## config.mk

```make
export PLATFORM = sky130hd
export DESIGN_NAME = addr_filter
export DESIGN_NICKNAME = d
export VERILOG_FILES = /design/src/rtl/af_pkg.sv /design/src/rtl/af_cfg_bank.sv /design/src/rtl/af_capture.sv /design/src/rtl/af_match_core.sv /design/src/rtl/addr_filter.sv
export SDC_FILE = /design/constraint.sdc
export NUM_CORES = 1
export LEC_CHECK = 0
export ABC_AREA = 0
export BUFFER_PORTS_ARGS = -buffer_cell sky130_fd_sc_hd__buf_4
export CORE_AREA = 3 3 115 117
export CTS_CLUSTER_DIAMETER = 50
export DETAILED_ROUTE_END_ITERATION = 10
export DIE_AREA = 0 0 118 120
export PLACE_DENSITY = 0.56
export SLEW_MARGIN = 20
export SYNTH_ARGS = -nofsm -noshare
export SYNTH_HDL_FRONTEND = slang
export SYNTH_SLANG_ARGS = --single-unit
```

## constraint.sdc

```tcl
create_clock -name clk -period 3.69 [get_ports clk]
set_input_delay 0.369 -clock clk [delete_from_list [all_inputs] [get_ports clk]]
set_output_delay 0.369 -clock clk [all_outputs]
set_load 0.1 [all_outputs]
```

## src/rtl/af_pkg.sv

```systemverilog
package af_pkg;
  localparam int BYTE_W     = 8;
  localparam int NUM_ADDR   = 4;
  localparam int NUM_MASKED = 2;
  localparam int NUM_PAIRS  = NUM_ADDR / 2;
  localparam int NUM_CFG    = NUM_ADDR + NUM_MASKED + 1;
  localparam int SEL_W      = $clog2(NUM_CFG);
  localparam int MODE_SEL   = NUM_ADDR + NUM_MASKED;

  typedef logic [BYTE_W-1:0] byte_t;

  typedef struct packed {
    logic                         wide;
    logic [NUM_ADDR-1:0][BYTE_W-1:0]   addr;
    logic [NUM_MASKED-1:0][BYTE_W-1:0] mask;
  } filt_cfg_t;

  typedef enum logic [1:0] {
    CAP_IDLE = 2'd0,
    CAP_OPEN = 2'd1,
    CAP_SHUT = 2'd2
  } cap_state_e;
endpackage

```

## src/rtl/af_cfg_bank.sv

```systemverilog
module af_cfg_bank
  import af_pkg::*;
(
  input  logic             clk,
  input  logic             rst_n,
  input  logic             we,
  input  logic [SEL_W-1:0] sel,
  input  byte_t            wdata,
  input  logic             frame_start,
  output filt_cfg_t        frame_cfg
);
  byte_t     addr_r [NUM_ADDR];
  byte_t     mask_r [NUM_MASKED];
  logic      wide_r;
  filt_cfg_t live;

  for (genvar i = 0; i < NUM_ADDR; i++) begin : g_addr
    always_ff @(posedge clk) begin
      if (!rst_n)                          addr_r[i] <= '0;
      else if (we && sel == SEL_W'(i))     addr_r[i] <= wdata;
    end
    assign live.addr[i] = addr_r[i];
  end

  for (genvar j = 0; j < NUM_MASKED; j++) begin : g_mask
    always_ff @(posedge clk) begin
      if (!rst_n)                                  mask_r[j] <= '0;
      else if (we && sel == SEL_W'(NUM_ADDR + j))  mask_r[j] <= wdata;
    end
    assign live.mask[j] = mask_r[j];
  end

  always_ff @(posedge clk) begin
    if (!rst_n)                            wide_r <= 1'b0;
    else if (we && sel == SEL_W'(MODE_SEL)) wide_r <= wdata[0];
  end
  assign live.wide = wide_r;

  // Per-frame copy: only a frame start may change it
  always_ff @(posedge clk) begin
    if (!rst_n)           frame_cfg <= '0;
    else if (frame_start) frame_cfg <= live;
  end

  AST_SNAPSHOT_FROZEN: assert property (@(posedge clk) disable iff (!rst_n)
    !frame_start |=> $stable(frame_cfg));
endmodule

```

## src/rtl/af_capture.sv

```systemverilog
module af_capture
  import af_pkg::*;
(
  input  logic  clk,
  input  logic  rst_n,
  input  logic  frame_start,
  input  logic  wide,
  input  logic  beat_valid,
  input  byte_t beat_data,
  output logic  beat_ready,
  output logic  final_beat,
  output byte_t first_byte
);
  cap_state_e state;
  logic       have_first;
  logic       take;

  assign beat_ready = (state == CAP_OPEN);
  assign take       = beat_valid && beat_ready && !frame_start;
  assign final_beat = take && (!wide || have_first);

  always_ff @(posedge clk) begin
    if (!rst_n) begin
      state      <= CAP_IDLE;
      have_first <= 1'b0;
      first_byte <= '0;
    end else if (frame_start) begin
      state      <= CAP_OPEN;
      have_first <= 1'b0;
    end else if (final_beat) begin
      state      <= CAP_SHUT;
      have_first <= 1'b0;
    end else if (take) begin
      have_first <= 1'b1;
      first_byte <= beat_data;
    end
  end

  AST_CLOSE_AFTER_LAST: assert property (@(posedge clk) disable iff (!rst_n)
    final_beat |=> !beat_ready);
  AST_OPEN_AFTER_START: assert property (@(posedge clk) disable iff (!rst_n)
    frame_start |=> (beat_ready && !have_first));
endmodule

```

## src/rtl/af_match_core.sv

```systemverilog
module af_match_core
  import af_pkg::*;
(
  input  filt_cfg_t cfg,
  input  byte_t     first_byte,
  input  byte_t     last_byte,
  output logic      accept
);
  logic [NUM_ADDR-1:0]  eq_first;
  logic [NUM_ADDR-1:0]  eq_last;
  logic [NUM_PAIRS-1:0] pair_hit;

  for (genvar i = 0; i < NUM_ADDR; i++) begin : g_cmp
    byte_t care;
    if (i < NUM_MASKED) begin : g_masked
      assign care = ~cfg.mask[i];
    end else begin : g_exact
      assign care = '1;
    end
    assign eq_first[i] = ((first_byte ^ cfg.addr[i]) & care) == '0;
    assign eq_last[i]  = ((last_byte  ^ cfg.addr[i]) & care) == '0;
  end

  // Low register of a pair checks the first byte, high register the second
  for (genvar p = 0; p < NUM_PAIRS; p++) begin : g_pair
    assign pair_hit[p] = eq_first[2*p] && eq_last[2*p+1];
  end

  assign accept = cfg.wide ? (|pair_hit) : (|eq_last);
endmodule

```

## src/rtl/addr_filter.sv

```systemverilog
module addr_filter
  import af_pkg::*;
(
  input  logic             clk,
  input  logic             rst_n,
  input  logic             frame_start,
  input  logic             addr_valid,
  input  logic [7:0]       addr_data,
  output logic             addr_ready,
  input  logic             cfg_we,
  input  logic [SEL_W-1:0] cfg_sel,
  input  logic [7:0]       cfg_wdata,
  output logic             match,
  output logic             reject
);
  filt_cfg_t frame_cfg;
  logic      final_beat;
  byte_t     first_byte;
  logic      accept;

  af_cfg_bank u_cfg (
    .clk(clk), .rst_n(rst_n), .we(cfg_we), .sel(cfg_sel), .wdata(cfg_wdata),
    .frame_start(frame_start), .frame_cfg(frame_cfg)
  );

  af_capture u_cap (
    .clk(clk), .rst_n(rst_n), .frame_start(frame_start), .wide(frame_cfg.wide),
    .beat_valid(addr_valid), .beat_data(addr_data), .beat_ready(addr_ready),
    .final_beat(final_beat), .first_byte(first_byte)
  );

  af_match_core u_core (
    .cfg(frame_cfg), .first_byte(first_byte), .last_byte(addr_data),
    .accept(accept)
  );

  always_ff @(posedge clk) begin
    if (!rst_n) begin
      match  <= 1'b0;
      reject <= 1'b0;
    end else begin
      match  <= final_beat && accept;
      reject <= final_beat && !accept;
    end
  end

  AST_SINGLE_VERDICT: assert property (@(posedge clk) disable iff (!rst_n)
    !(match && reject));
  AST_MATCH_PULSE: assert property (@(posedge clk) disable iff (!rst_n)
    match |=> !match);
  AST_REJECT_PULSE: assert property (@(posedge clk) disable iff (!rst_n)
    reject |=> !reject);
  AST_VERDICT_FOLLOWS_BEAT: assert property (@(posedge clk) disable iff (!rst_n)
    (match || reject) |-> $past(addr_valid && addr_ready && !frame_start));
  AST_NO_VERDICT_AFTER_START: assert property (@(posedge clk) disable iff (!rst_n)
    $past(frame_start) |-> !(match || reject));
endmodule

```

==> flow_summary.toml <==
[outcome]
outcome = "finished, final reports clean"

[worst_hold_path]
hp-start = "cfg_sel[2]"
min-delay-path-class = "in2reg"
hold_path_end = "u_cfg.wide_r"
min_path_cells = 3

[die]
die_area_sq_um = 14200
floorplan.io_pins = 27
die_extent_in_x_microns = 118
placement_rows = 41
floorplan.initialDensity_pct = 38.9
design.core.area_sq_um = 12500
die_y_microns = 120

[drt]
drc = 0
detailedRoute.firstPassIterationCount = 4
antenna_violating_nets_post_route = 0
routed_wire_length_per_instance_microns = 17.6
route.detailed.vias_per_inst = 4.74
vias = 2859
routed_wl_microns = 10600
initial_detailed_routing_violation_count = 144

[timing]
timing.final.max_slew_violations = 0
final-hold-violation-count = 0
final.period_utilization_pct = 44.3
rsz_0062_raised_after_global_routing = "false"
finalSetupViolCount = 0
relative_slew_margins_pct = 30.8
post-route-min-period_ps = 1630
clock.fmax_ghz = 0.612
max_slew.worst_pin.slew_ps = 1030
setup-tns-final_ps = 0
worst_clock_skew_ps = 9.13

[cells_and_area]
post_layout_nonfiller_instances = 603
final_core_utilization_pct = 43.8
drive_gt1_share_pct = 10.9
commonest_non_fill_non_tap_cells_in_the_layout = "63 x dfxtp_1, 60 x nor2b_1, 58 x mux2i_1"
final_common_cell = "dfxtp_1"
antennaDiodeCount = 0
fin_nets = 450
layout-area-overhead-vs-synth_pct = 12.6
design_area_sq_um = 5470

[logic_synthesis]
synth_largest_type_area_fraction_pct = 29.7
synthArstFlopShare_pct = 0
synth_top_family_by_area = "simple AND/OR/NAND/NOR gates"
ys_seq_elements = 111
yosysTopAreaCell = "edfxtp_1"
synth.yosys.seq_area_share_pct = 55.7
mappedNetlistNets = 432
netlist_area_sq_um = 4850
synth_adder_area_share_pct = 0
synth.avg_cell_area_sq_um = 11.9
synthCells = 408
most_frequently_used_flop_master_after_synthesis = "dfxtp_1"
synth_xor_xnor_area_share_pct = 8.81
number_of_distinct_library_cells_after_synthesis = 30
synth.mux.area_fraction_pct = 12.0
synthTopCellsByArea = "edfxtp_1 30%, dfxtp_1 26%, mux2i_1 12%, nor2b_1 7.7%, xnor2_1 7.0%"
synthSimpleGateAreaFrac_pct = 17.8
ys_warn_count = 0
edff_count_synth = 48
synth_compound_area_share_pct = 3.20

[clocking]
clk_root_buffer_cell = "clkbuf_16"
cts.htree.levels = 3
postCtsHoldBufs = 0
cts-root-to-sink-buffers = 2
clock_sink_count = 111
clock_insertion_delay_worst_skew_ps = 350
clock_tree_from_tritoncts = "done"
postCtsSetupRepairBufs = 0
post_cts.resized_instances = 0
numCtsBuffers = 9
cts.reportedPaths.clkPinSlew_ps = 70

[worst_setup_path]
critical_path_peak_fanout = 3
worstRegToRegCells = 5
end_of_the_worst_register_to_register_path = "reject"
arrival_ps = 1870
cp_startpoint_kind = "register"
r2r-start = "u_cfg.frame_cfg[19]"
critical_path.startpoint = "u_cfg.frame_cfg[19]"
timing.setup.critical_path_class = "reg2reg"
required_ps = 3930
end_kind = "register"
timing.reg2reg.setup_slack_ps = 2060

[global_route]
largest_net_degree_at_the_start_of_global_routing = 55
grt_first_pass_wirelength_microns = 16700
antenna_found_initial = 0
global_route.usage.total_pct = 15.8
grt_overflow = 0
first_global_vias = 2884

[pwr]
power.leakage_nw = 2.07
worst_ir_drop_on_vdd_mv = 0.251
p_per_area_nw_per_um2 = 476

[placement]
dp.final_hpwl_microns = 7430
io_buffers = 26
gp_routability_congestion = 0.765
place_inst = 587
postPlaceCellArea_sq_um = 5160

[run]
max_cap_violations = 0
==> worst max path at each step <==
stage	slack, ps	end	depth (start not counted)
floorplan	1650	addr_ready	1
finish	2060	reject	5
detailed placement	1620	u_cfg.mask_r[0][5]	4
global route	1970	u_cfg.mask_r[1][0]	4
global placement	1730	u_cfg.addr_r[2][1]	3
CTS	2000	u_cfg.mask_r[0][5]	4
==> cells in the mapped netlist, drive strengths merged, types with 3 or more instances <==
master / number
edfxtp: 48
clkbuf: 7
nand4: 4
nor2b: 60
xor2: 8
mux2i: 58
nor2: 10
o22ai: 12
and2: 48
nand3: 3
xnor2: 40
nand2: 9
buf: 14
nor4: 4
o21ai: 7
dfxtp: 63
==> flip-flops by register name, summed over array words and instances, names as in the netlist <==
register	flops
match	1
reject	1
u_cap.first_byte	8
u_cap.have_first	1
u_cap.state	2
u_cfg.addr_r	32
u_cfg.frame_cfg	49
u_cfg.mask_r	16
u_cfg.wide_r	1
==> power by group <==
part           internal (W)  switching (W)  total (W)  leakage, nW
clock network      0.000527       0.000444   0.000971        0.151
logic              0.000109       0.000126   0.000235        0.942
registers           0.00135      0.0000433    0.00139        0.981
==> area by class of cell <==
type / count / area (sq um)
multi-input cells: 275 / 2030
clock buffers: 12 / 268
flip-flops and latches: 111 / 2700
clock inverters: 4 / 33.8
repair buffers: 28 / 210
inverters: 1 / 3.75
well taps: 172 / 215
fillers: 1199 / 7000
==> cell families (layout without fill, tap and decap cells) <==
| logic type | after synthesis | in the layout |
|---|---|---|
| AO/OA/AOI/OAI | 24 | 24 |
| XOR/XNOR | 48 | 48 |
| buffers and inverters | 22 | 45 |
| flip-flops | 111 | 111 |
| multiplexers | 58 | 58 |
| AND/OR/NAND/NOR | 145 | 145 |
==> critical path: stages, from the launching register on <==
cell,delay (ps)
dfxtp_1,390
xnor2_1,140
o22ai_1,100
nor4_1,510
o21bai_1,170
and4b_1,220
==> stage by stage <==
| step | hold slack (ps) | setup slack, ps | total power [W] |
|---|---|---|---|
| after floorplan | 443 | 1650 | 0.00158 |
| after global placement | 490 | 1730 | 0.00166 |
| after detailed placement | 495 | 1620 | 0.00166 |
| after CTS | 336 | 2000 | 0.00264 |
| after global routing | 365 | 1970 | 0.00271 |
| final | 351 | 2060 | 0.00260 |
==> metal layers <==
layer / vias up / wire, microns / GRT usage, %
met3: 4 / 433 / 4.34
met2: 57 / 4730 / 24.6
met4: 0 / 54 / 4.18
li1: 1434 / - / -
met1: 1364 / 5380 / 21.9
met5: - / 0 / 0
Note: power is estimated with default switching activity, not from simulation.
